--- src/rtl/sfr_pkg.sv ---
package sfr_pkg;

  typedef enum logic [2:0] {
    OP_NONE = 3'd0,
    OP_ADD  = 3'd1,
    OP_SUB  = 3'd2,
    OP_RRC  = 3'd3,
    OP_RLC  = 3'd4,
    OP_ZTST = 3'd5,
    OP_CLRZ = 3'd6
  } flag_op_e;

  // bit positions inside the 8-bit status word
  localparam int STAT_W   = 8;
  localparam int BIT_C    = 0;
  localparam int BIT_DC   = 1;
  localparam int BIT_Z    = 2;
  localparam int BIT_PD   = 3;
  localparam int BIT_TO   = 4;
  localparam int BIT_BANK = 5;
  localparam int NFLAG    = 3;

  // packed so that {z,dc,c} lines up with status bits 2:0
  typedef struct packed {
    logic z;
    logic dc;
    logic c;
  } flags_t;

endpackage

--- src/rtl/sfr_alu_flags.sv ---
module sfr_alu_flags
  import sfr_pkg::*;
#(
  parameter int DATA_W = 8,
  parameter int NIB_W  = 4
) (
  input  flag_op_e            op,
  input  logic [DATA_W-1:0]   a,
  input  logic [DATA_W-1:0]   b,
  output flags_t              upd_en,
  output flags_t              upd_val
);

  localparam int PKT_W = DATA_W + 2;

  // returns {carry out of msb, carry out of nibble, sum}
  function automatic logic [PKT_W-1:0] add_with_carry(
    input logic [DATA_W-1:0] x,
    input logic [DATA_W-1:0] y,
    input logic              cin
  );
    logic [NIB_W:0]  lo;
    logic [DATA_W:0] full;
    lo   = {1'b0, x[NIB_W-1:0]} + {1'b0, y[NIB_W-1:0]} + {{NIB_W{1'b0}}, cin};
    full = {1'b0, x} + {1'b0, y} + {{DATA_W{1'b0}}, cin};
    return {full[DATA_W], lo[NIB_W], full[DATA_W-1:0]};
  endfunction

  function automatic logic is_zero(input logic [DATA_W-1:0] v);
    return (v == '0);
  endfunction

  logic [PKT_W-1:0] add_pkt;
  logic [PKT_W-1:0] sub_pkt;

  assign add_pkt = add_with_carry(a, b, 1'b0);
  assign sub_pkt = add_with_carry(a, ~b, 1'b1);

  always_comb begin
    upd_en  = '0;
    upd_val = '0;
    unique case (op)
      OP_ADD: begin
        upd_en  = '{z: 1'b1, dc: 1'b1, c: 1'b1};
        upd_val = '{z: is_zero(add_pkt[DATA_W-1:0]), dc: add_pkt[DATA_W], c: add_pkt[DATA_W+1]};
      end
      OP_SUB: begin
        upd_en  = '{z: 1'b1, dc: 1'b1, c: 1'b1};
        upd_val = '{z: is_zero(sub_pkt[DATA_W-1:0]), dc: sub_pkt[DATA_W], c: sub_pkt[DATA_W+1]};
      end
      OP_RRC: begin
        upd_en.c  = 1'b1;
        upd_val.c = a[0];
      end
      OP_RLC: begin
        upd_en.c  = 1'b1;
        upd_val.c = a[DATA_W-1];
      end
      OP_ZTST: begin
        upd_en.z  = 1'b1;
        upd_val.z = is_zero(a);
      end
      OP_CLRZ: begin
        upd_en.z  = 1'b1;
        upd_val.z = 1'b1;
      end
      default: ;
    endcase
  end

  // subtract carry means no borrow, i.e. a >= b
  always_comb begin
    if (op == OP_SUB) begin
      sub_no_borrow_chk: assert (upd_val.c == (a >= b));
    end
  end

endmodule

--- src/rtl/sfr_reset_cause.sv ---
module sfr_reset_cause (
  input  logic clk,
  input  logic rst_n,
  input  logic ev_pwr,
  input  logic ev_tmo,
  input  logic ev_slp,
  input  logic ev_clr,
  output logic to_q,
  output logic pd_q
);

  // decoded event actions, priority power-up > time-out > sleep > clear
  logic act_pwr, act_tmo, act_slp, act_clr, any_evt;

  assign act_pwr = ev_pwr;
  assign act_tmo = ev_tmo & ~ev_pwr;
  assign act_slp = ev_slp & ~ev_pwr & ~ev_tmo;
  assign act_clr = ev_clr & ~ev_pwr & ~ev_tmo & ~ev_slp;
  assign any_evt = ev_pwr | ev_tmo | ev_slp | ev_clr;

  always_ff @(posedge clk or negedge rst_n) begin
    if (!rst_n) begin
      to_q <= 1'b1;
      pd_q <= 1'b1;
    end else if (act_pwr || act_clr) begin
      to_q <= 1'b1;
      pd_q <= 1'b1;
    end else if (act_tmo) begin
      to_q <= 1'b0;
    end else if (act_slp) begin
      to_q <= 1'b1;
      pd_q <= 1'b0;
    end
  end


  timeout_clears_to_chk: assert property (@(posedge clk) disable iff (!rst_n)
    ev_tmo && !ev_pwr |=> !to_q && (pd_q == $past(pd_q)));


  sleep_clears_pd_chk: assert property (@(posedge clk) disable iff (!rst_n)
    ev_slp && !ev_pwr && !ev_tmo |=> to_q && !pd_q);


  powerup_wins_chk: assert property (@(posedge clk) disable iff (!rst_n)
    ev_pwr |=> to_q && pd_q);


  cause_holds_chk: assert property (@(posedge clk) disable iff (!rst_n)
    !any_evt |=> $stable(to_q) && $stable(pd_q));

endmodule

--- src/rtl/sfr_flag_bits.sv ---
module sfr_flag_bits #(
  parameter int NBITS = 3
) (
  input  logic             clk,
  input  logic             rst_n,
  input  logic             wr_hit,
  input  logic [NBITS-1:0] wr_bits,
  input  logic [NBITS-1:0] upd_en,
  input  logic [NBITS-1:0] upd_val,
  output logic [NBITS-1:0] q
);

  // any flag-affecting operation takes the whole flag group away from the write
  logic flag_owned;
  assign flag_owned = |upd_en;

  for (genvar i = 0; i < NBITS; i++) begin : g_bit
    always_ff @(posedge clk or negedge rst_n) begin
      if (!rst_n) begin
        q[i] <= 1'b0;
      end else if (flag_owned) begin
        if (upd_en[i]) q[i] <= upd_val[i];
      end else if (wr_hit) begin
        q[i] <= wr_bits[i];
      end
    end


    write_dropped_chk: assert property (@(posedge clk) disable iff (!rst_n)
      flag_owned && !upd_en[i] |=> q[i] == $past(q[i]));


    flag_logic_wins_chk: assert property (@(posedge clk) disable iff (!rst_n)
      upd_en[i] |=> q[i] == $past(upd_val[i]));
  end

endmodule

--- src/rtl/status_flag_reg.sv ---
module status_flag_reg
  import sfr_pkg::*;
#(
  parameter int DATA_W   = 8,
  parameter int NIB_W    = 4,
  parameter int ADDR_W   = 8,
  parameter int STAT_LOC = 3
) (
  input  logic              clk,
  input  logic              rst_n,
  input  logic [2:0]        flag_op,
  input  logic [DATA_W-1:0] opnd_a,
  input  logic [DATA_W-1:0] opnd_b,
  input  logic              wr_en,
  input  logic [ADDR_W-1:0] wr_addr,
  input  logic [7:0]        wr_data,
  input  logic              ev_power_up,
  input  logic              ev_wdt_clear,
  input  logic              ev_sleep,
  input  logic              ev_wdt_timeout,
  output logic [7:0]        stat_q,
  output logic              bank_sel
);

  localparam logic [ADDR_W-1:0] LOC_BANK0 = ADDR_W'(STAT_LOC);
  localparam logic [ADDR_W-1:0] LOC_BANK1 = LOC_BANK0 | (ADDR_W'(1) << (ADDR_W - 1));

  flag_op_e op_e;
  flags_t   upd_en, upd_val;
  logic     wr_hit;
  logic     bank_q, to_q, pd_q;
  logic [NFLAG-1:0] flag_q;
  logic     unused_wr_bits;

  assign op_e           = flag_op_e'(flag_op);
  assign wr_hit         = wr_en && ((wr_addr == LOC_BANK0) || (wr_addr == LOC_BANK1));
  assign unused_wr_bits = ^{wr_data[7:6], wr_data[BIT_TO], wr_data[BIT_PD]};

  sfr_alu_flags #(.DATA_W(DATA_W), .NIB_W(NIB_W)) u_alu_flags (
    .op      (op_e),
    .a       (opnd_a),
    .b       (opnd_b),
    .upd_en  (upd_en),
    .upd_val (upd_val)
  );

  sfr_flag_bits #(.NBITS(NFLAG)) u_flag_bits (
    .clk     (clk),
    .rst_n   (rst_n),
    .wr_hit  (wr_hit),
    .wr_bits (wr_data[NFLAG-1:0]),
    .upd_en  (upd_en),
    .upd_val (upd_val),
    .q       (flag_q)
  );

  sfr_reset_cause u_reset_cause (
    .clk    (clk),
    .rst_n  (rst_n),
    .ev_pwr (ev_power_up),
    .ev_tmo (ev_wdt_timeout),
    .ev_slp (ev_sleep),
    .ev_clr (ev_wdt_clear),
    .to_q   (to_q),
    .pd_q   (pd_q)
  );

  always_ff @(posedge clk or negedge rst_n) begin
    if (!rst_n)      bank_q <= 1'b0;
    else if (wr_hit) bank_q <= wr_data[BIT_BANK];
  end

  always_comb begin
    stat_q                    = '0;
    stat_q[BIT_BANK]          = bank_q;
    stat_q[BIT_TO]            = to_q;
    stat_q[BIT_PD]            = pd_q;
    stat_q[NFLAG-1:0]         = flag_q;
  end

  assign bank_sel = bank_q;


  bank_load_chk: assert property (@(posedge clk) disable iff (!rst_n)
    wr_hit |=> bank_sel == $past(wr_data[BIT_BANK]));


  bank_hold_chk: assert property (@(posedge clk) disable iff (!rst_n)
    !wr_hit |=> $stable(bank_sel));


  clear_sets_z_chk: assert property (@(posedge clk) disable iff (!rst_n)
    op_e == OP_CLRZ |=> stat_q[BIT_Z]);


  idle_flags_hold_chk: assert property (@(posedge clk) disable iff (!rst_n)
    op_e == OP_NONE && !wr_hit |=> $stable(stat_q[NFLAG-1:0]));

endmodule

--- config.mk ---
export PLATFORM = sky130hd
export DESIGN_NAME = status_flag_reg
export DESIGN_NICKNAME = d
export VERILOG_FILES = /design/src/rtl/sfr_pkg.sv /design/src/rtl/sfr_alu_flags.sv /design/src/rtl/sfr_reset_cause.sv /design/src/rtl/sfr_flag_bits.sv /design/src/rtl/status_flag_reg.sv
export SDC_FILE = /design/constraint.sdc
export NUM_CORES = 1
export LEC_CHECK = 0
export ABC_AREA = 1
export ABC_CLOCK_PERIOD_IN_PS = 1100
export BUFFER_PORTS_ARGS = -buffer_cell sky130_fd_sc_hd__buf_4
export CORE_MARGIN = 2
export CORE_UTILIZATION = 50
export DETAILED_ROUTE_END_ITERATION = 10
export PLACE_DENSITY = 0.91
export SETUP_SLACK_MARGIN = 0.1
export SLEW_MARGIN = 10
export SYNTH_ARGS = -nofsm -noshare
export SYNTH_HDL_FRONTEND = slang
export SYNTH_SLANG_ARGS = --single-unit
--- constraint.sdc ---
create_clock -name clk -period 1.1 [get_ports clk]
set_input_delay 0.055 -clock clk [delete_from_list [all_inputs] [get_ports clk]]
set_output_delay 0.055 -clock clk [all_outputs]
set_load 0.005 [all_outputs]
==> results of run 1 <==
critical path, delay by kind of cell:
family	cells	cell delay, ns
adder cells (fa/ha/maj)	2	0.55
AND/OR/NAND/NOR	8	0.65
buffers and inverters	1	0.11
stage by stage:
step	utilization	setup TNS (ns)
floorplan	-	-0.152
global placement	0.789	-0.706
detailed placement	0.789	-0.832
CTS	0.839	-0.00421
global route	0.869	-0.494
finish	0.869	-0.279
worst min-delay path by stage:
| stage | depth (start not counted) | end | slack [ns] |
|---|---|---|---|
| final | 2 | bank_sel$_DFFE_PN0P_ | 0.05 |
| after global routing | 2 | bank_sel$_DFFE_PN0P_ | 0.06 |
| after CTS | 2 | bank_sel$_DFFE_PN0P_ | 0.05 |
| after detailed placement | 1 | u_flag_bits.q[1]$_DFFE_PN0P_ | -0.14 |
| after global placement | 1 | u_flag_bits.q[1]$_DFFE_PN0P_ | -0.14 |
| after floorplan | 0 | bank_sel$_DFFE_PN0P_ | -0.24 |
cells in the mapped netlist (all sizes together):
library cell,count,area share
nand3,21,0.078
xor2,1,0.0065
ha,16,0.15
nand3b,1,0.0056
dfstp,2,0.039
dfrtp,4,0.074
conb,1,0.0028
inv,40,0.11
nor2,29,0.082
o21a,2,0.011
buf,8,0.050
a21oi,9,0.036
clkinv,1,0.0028
o22ai,1,0.0046
a31oi,2,0.0093
mux2,1,0.0083
a21o,2,0.011
o211ai,1,0.0093
nor4,2,0.0093
fa,1,0.015
nand2,69,0.19
a21boi,1,0.0056
nand4,7,0.032
xnor2,1,0.0065
nor3b,1,0.0056
and3b,1,0.0065
or2,1,0.0046
o31ai,1,0.0056
o21ai,4,0.015
nor3,3,0.011
area by class of cell:
class	count	area (sq um)	share of cell area
clock buffers	4	26.3	0.0120
inverters	41	169	0.0771
multi-input cells	180	1210	0.551
flip-flops and latches	6	153	0.0696
well taps	30	37.5	0.0171
repair buffers	76	599	0.273
registers in the layout, indices dropped and copies added (netlist names):
signal / cells
bank_sel: 1
u_reset_cause.pd_q: 1
u_flag_bits.q: 3
u_reset_cause.to_q: 1
routing by layer:
metal	track usage	vias to the layer above	share of wire
li1	-	888	-
met1	0.333	907	0.36
met2	0.523	150	0.50
met3	0.0140	39	0.085
met4	0.105	0	0.054
met5	0	-	0
what timing repair did:
item	in CTS	in global routing
hold buffers	1	0
pin swaps	16	10
endpoints found under the setup margin	3	3
gates cloned	0	0
endpoints found under the hold margin	6	0
buffers inserted	4	3
resized for setup	22	13
power breakdown:
part | switching, W | internal (W) | total, W
Clock | 0.0000917 | 0.000138 | 0.000230
Combinational | 0.000557 | 0.000513 | 0.00107
Sequential | 0.0000195 | 0.000253 | 0.000272
Total | 0.000668 | 0.000904 | 0.00157
logic make-up (layout without fill, tap and decap cells):
| logic type | count (synthesis) | count (layout) | share of synthesized area |
|---|---|---|---|
| and+or+nand+nor | 135 | 135 | 0.429 |
| buffers and inverters | 49 | 121 | 0.164 |
| AOI/OAI and AO/OA | 23 | 23 | 0.107 |
| adders and majority gates | 17 | 17 | 0.163 |
| DFF | 6 | 6 | 0.113 |
| xor gates and xnor gates | 2 | 2 | 0.0130 |
| other | 1 | 2 | 0.00278 |
| muxes | 1 | 1 | 0.00833 |
==> impl_metrics.csv, run 1 <==
group,metric,value,unit
outcome,status,"finished with violations",
outcome,violations,"negative setup slack",
drt,num_vias,1984,
power_and_ir_drop,leakagePower,1.20,nW
placed_design,dp.cells,325,
synth,postSynthCellCount,234,
setup_path,critPathMaxFanout,3,
synth,ys_seq_elements,6,
synth,avgSynthCellArea,5.77,sq um
finish,final_area,2190,sq um
cts,clk_path_buf_depth,2,
placed_design,routabilityCongestion,0.888,
drt,ant_nets,0,
sta,setup_ws,-0.138,ns
sta,hold_ws,0.0499,ns
cts,path_clk_slew,0.05,ns
cts,htreeDepth,1,
drt,drtPass1Iterations,5,
setup_path,r2r_cells,3,
cts,cts_tree,"done",
global_route,grt_pass1_wl,7120,um
sta,min_period_over_period,1.13,
die,row_count,18,
setup_path,endpoint,"u_flag_bits.q[0]$_DFFE_PN0P_",
sta,fmax,0.807,GHz
drt,drc,0,
setup_path,r2r_start,"u_flag_bits.q[2]$_DFFE_PN0P_",
die,die_x,56.0,um
power_and_ir_drop,power_density,717,nW/um^2
setup_path,worstPathArrival,1.37,ns
setup_path,startpoint_type,"input port",
power_and_ir_drop,finalPower,0.00157,W
placed_design,place_area,1990,sq um
global_route,grt_pass1_vias,1653,
global_route,grt_remaining_overflow,0,
sta,finClkSkew,0,ns
cts,clk_latency,0.24,ns
sta,rsz0062_at_grt,"yes",
setup_path,worstPathCellList,"buf_8 -> ha_4 -> fa_2 -> nand2_4 -> nand2_4 -> nand4_1 -> nand2_1 -> nand2_1 -> nand3b_1 -> nor2_2 -> nor2_1",
die,io-pin-count,51,
job,drv_cap,0,
die,die_h,56.0,um
placed_design,dp_worst_setup_slack,-0.327,ns
drt,viasPerCell,5.89,
synth,yosysWarnings,0,
finish,stdcell_count,337,
die,start_util,0.536,
synth,ys_seq_area_frac,0.113,
placed_design,dp_hpwl,3310,um
sta,slew_violations,0,
setup_path,rrSetupSlack,0.03,ns
finish,areaGrowthSynthToFinish,62.2,%
die,design.core.area,2520,sq um
sta,post-route-min-period,1.24,ns
setup_path,critPathSlowestCell,"fa_2",
cts,cts.sinks,6,
hold_path,hp-class,"input port to flip-flop",
die,die-area,3130,sq um
setup_path,r2r-end,"u_flag_bits.q[2]$_DFFE_PN0P_",
global_route,antenna_found_initial,0,
drt,drt-total-wl,5460,um
sta,setup_violations,3,
sta,hold_violations,0,
global_route,grt_usage,0.280,
setup_path,critical_path.startpoint,"opnd_a[0]",
setup_path,end_kind,"flip-flop",
finish,fill_cells,134,
drt,wl_per_cell,16.2,um
global_route,grt_max_degree,9,
finish,drive_above_1_share,0.430,
finish,antennaDiodeCount,0,
finish,layout_common_cells,"70 x buf_4, 57 x nand2_1, 25 x inv_1",
finish,layout_commonest_cell,"buf_4",
placed_design,port_buffers,43,
synth,ys_types,35,
cts,cts_root_buf,"clkbuf_4",
setup_path,cpPeakStageDelay,0.39,ns
finish,nets,367,
hold_path,hp-start,"wr_data[5]",
power_and_ir_drop,vdd_ir_drop_max,0.784,mV
setup_path,path_class,"input port to flip-flop",
cts,cts-buffers-inserted,3,
synth,netlist_area,1350,sq um
drt,drt-initial-drc-count,146,
setup_path,crit_required,1.23,ns
No activity file was read; power rests on OpenSTA's default activity.
==> run 2, diff against run 1 <==
SETUP_SLACK_MARGIN = 0.02   (was 0.1)
==> impl_metrics.csv, run 2 (synthesized netlist as in run 1, its figures left out) <==
group,metric,value,unit
sta,fmax,0.811,GHz
sta,min_period_over_period,1.12,
global_route,antenna_found_initial,0,
sta,setup_violations,2,
finish,final_area,2110,sq um
power_and_ir_drop,p_clk_frac,0.143,
finish,largest_reg_flops,3,
placed_design,routabilityCongestion,0.925,
placed_design,dp_worst_setup_slack,-0.336,ns
power_and_ir_drop,power_density,693,nW/um^2
global_route,grt_usage,0.279,
setup_path,cp_num_buf_inv,3,
global_route,grt_max_degree,9,
finish,fin_util,0.837,
sta,setup_ws,-0.134,ns
die,io-pin-count,51,
drt,drt-total-wl,4590,um
power_and_ir_drop,combPwrFrac,0.674,
power_and_ir_drop,vdd_ir_drop_max,0.646,mV
hold_path,hp-class,"input port to flip-flop",
power_and_ir_drop,power.switching,0.000597,W
power_and_ir_drop,p_int,0.000865,W
cts,htreeDepth,1,
global_route,grt_pass1_vias,1701,
cts,clk_latency,0.24,ns
sta,hold_violations,0,
finish,layout_commonest_cell,"buf_4",
power_and_ir_drop,leakagePower,1.16,nW
die,design.core.area,2520,sq um
setup_path,end_kind,"flip-flop",
die,die_x,56.0,um
sta,post-route-min-period,1.23,ns
sta,slew_violations,0,
finish,layout_common_cells,"69 x buf_4, 57 x nand2_1, 26 x inv_1",
setup_path,cp_top_family,"simple AND/OR/NAND/NOR gates",
cts,cts_root_buf,"clkbuf_4",
finish,nets,364,
sta,rsz0062_at_grt,"yes",
setup_path,crit_top_cell,"nand2_1",
global_route,grt_pass1_wl,7100,um
die,die-area,3130,sq um
cts,path_clk_slew,0.05,ns
cts,clk_path_buf_depth,2,
setup_path,crit_required,1.28,ns
drt,drc,0,
finish,areaGrowthSynthToFinish,56.2,%
die,row_count,18,
outcome,status,"finished with violations",
finish,top_register,"u_flag_bits.q",
die,start_util,0.536,
global_route,grt_remaining_overflow,0,
placed_design,dp_hpwl,3590,um
finish,drive_above_1_share,0.419,
drt,num_vias,1837,
drt,viasPerCell,5.52,
drt,drtPass1Iterations,5,
cts,cts.sinks,6,
setup_path,critPathMaxFanout,8,
setup_path,path_class,"input port to flip-flop",
sta,finClkSkew,0,ns
setup_path,cpPeakStageDelay,0.32,ns
drt,ant_nets,0,
placed_design,place_area,2000,sq um
job,drv_cap,0,
setup_path,startpoint_type,"input port",
drt,wl_per_cell,13.8,um
drt,drt-initial-drc-count,116,
setup_path,worstPathArrival,1.41,ns
cts,cts_tree,"done",
setup_path,worstPathCellList,"buf_4 -> ha_4 -> inv_1 -> buf_4 -> nand2_1 -> nand2_1 -> nor2_1 -> nand2_1 -> nor2_1 -> nand3_1 -> nand4_1",
power_and_ir_drop,p_seq_frac,0.183,
finish,antennaDiodeCount,0,
power_and_ir_drop,swShare,0.408,
outcome,violations,"negative setup slack",
cts,cts-buffers-inserted,3,
placed_design,port_buffers,43,
die,die_h,56.0,um
setup_path,critPathSlowestCell,"ha_4",
## run 2: timing repair
action	in CTS	in global routing
pin swaps	8	10
setup endpoints to repair	3	3
buffers inserted	2	0
hold buffers	1	0
hold endpoints to repair	6	0
resized for setup	8	14
## run 2: final cells by class
type	instances	area (sq um)
Clock buffer	3	22.5
Fill cell	160	412
Inverter	41	164
Multi-Input combinational cell	180	1170
Sequential cell	6	153
Tap cell	30	37.5
Timing Repair Buffer	73	566
## run 2: worst register-to-register path, cell delays in order, from the launching register on
cell	delay, ns
dfrtp_1	0.37
nor3b_1	0.13
o21ai_0	0.18
nand4_1	0.11
## run 2: path summary, 6_finish.rpt
check / start / to / slack [ns] / depth (start not counted)
min in group asynchronous: rst_n / u_flag_bits.q[1]$_DFFE_PN0P_ / 0.16 / 2
max: opnd_a[2] / u_flag_bits.q[2]$_DFFE_PN0P_ / -0.13 / 11
min reg2reg: u_flag_bits.q[0]$_DFFE_PN0P_ / u_flag_bits.q[0]$_DFFE_PN0P_ / 0.52 / 2
min: wr_data[5] / bank_sel$_DFFE_PN0P_ / 0.05 / 2
max reg2reg: u_flag_bits.q[2]$_DFFE_PN0P_ / u_flag_bits.q[2]$_DFFE_PN0P_ / 0.18 / 3
max in group asynchronous: rst_n / u_reset_cause.to_q$_DFFE_PN1P_ / 0.74 / 2
## run 2: layer usage
metal	track usage	share of wire	wire length, um	up-vias
met5	0	0	0	-
met4	0.0952	0.026	119	0
met3	0.0163	0.060	277	17
met2	0.531	0.53	2410	99
met1	0.326	0.39	1780	842
li1	-	-	-	879
## run 2: power by group through the flow
| stage | Clock [W] | Combinational [W] | Sequential (W) |
|---|---|---|---|
| floorplan | 0 | 0.000533 | 0.000271 |
| detailed placement | 0 | 0.000913 | 0.000271 |
| global route | 0.000217 | 0.00108 | 0.000272 |
| CTS | 0.000208 | 0.000935 | 0.000268 |
| global placement | 0 | 0.000879 | 0.000269 |
| finish | 0.000208 | 0.000986 | 0.000268 |
## run 2: per-stage QoR
step / hold slack [ns] / TNS, ns / std cells / total power [W]
6_report: 0.0538 / -0.165 / 333 / 0.00146
5_1_grt: 0.0637 / -0.385 / 333 / 0.00157
4_1_cts: 0.0526 / -0.0374 / 333 / 0.00141
3_5_place_dp: -0.134 / -0.905 / 327 / 0.00118
3_3_place_gp: -0.137 / -0.779 / 327 / 0.00115
2_1_floorplan: -0.241 / -0.153 / 235 / 0.000804
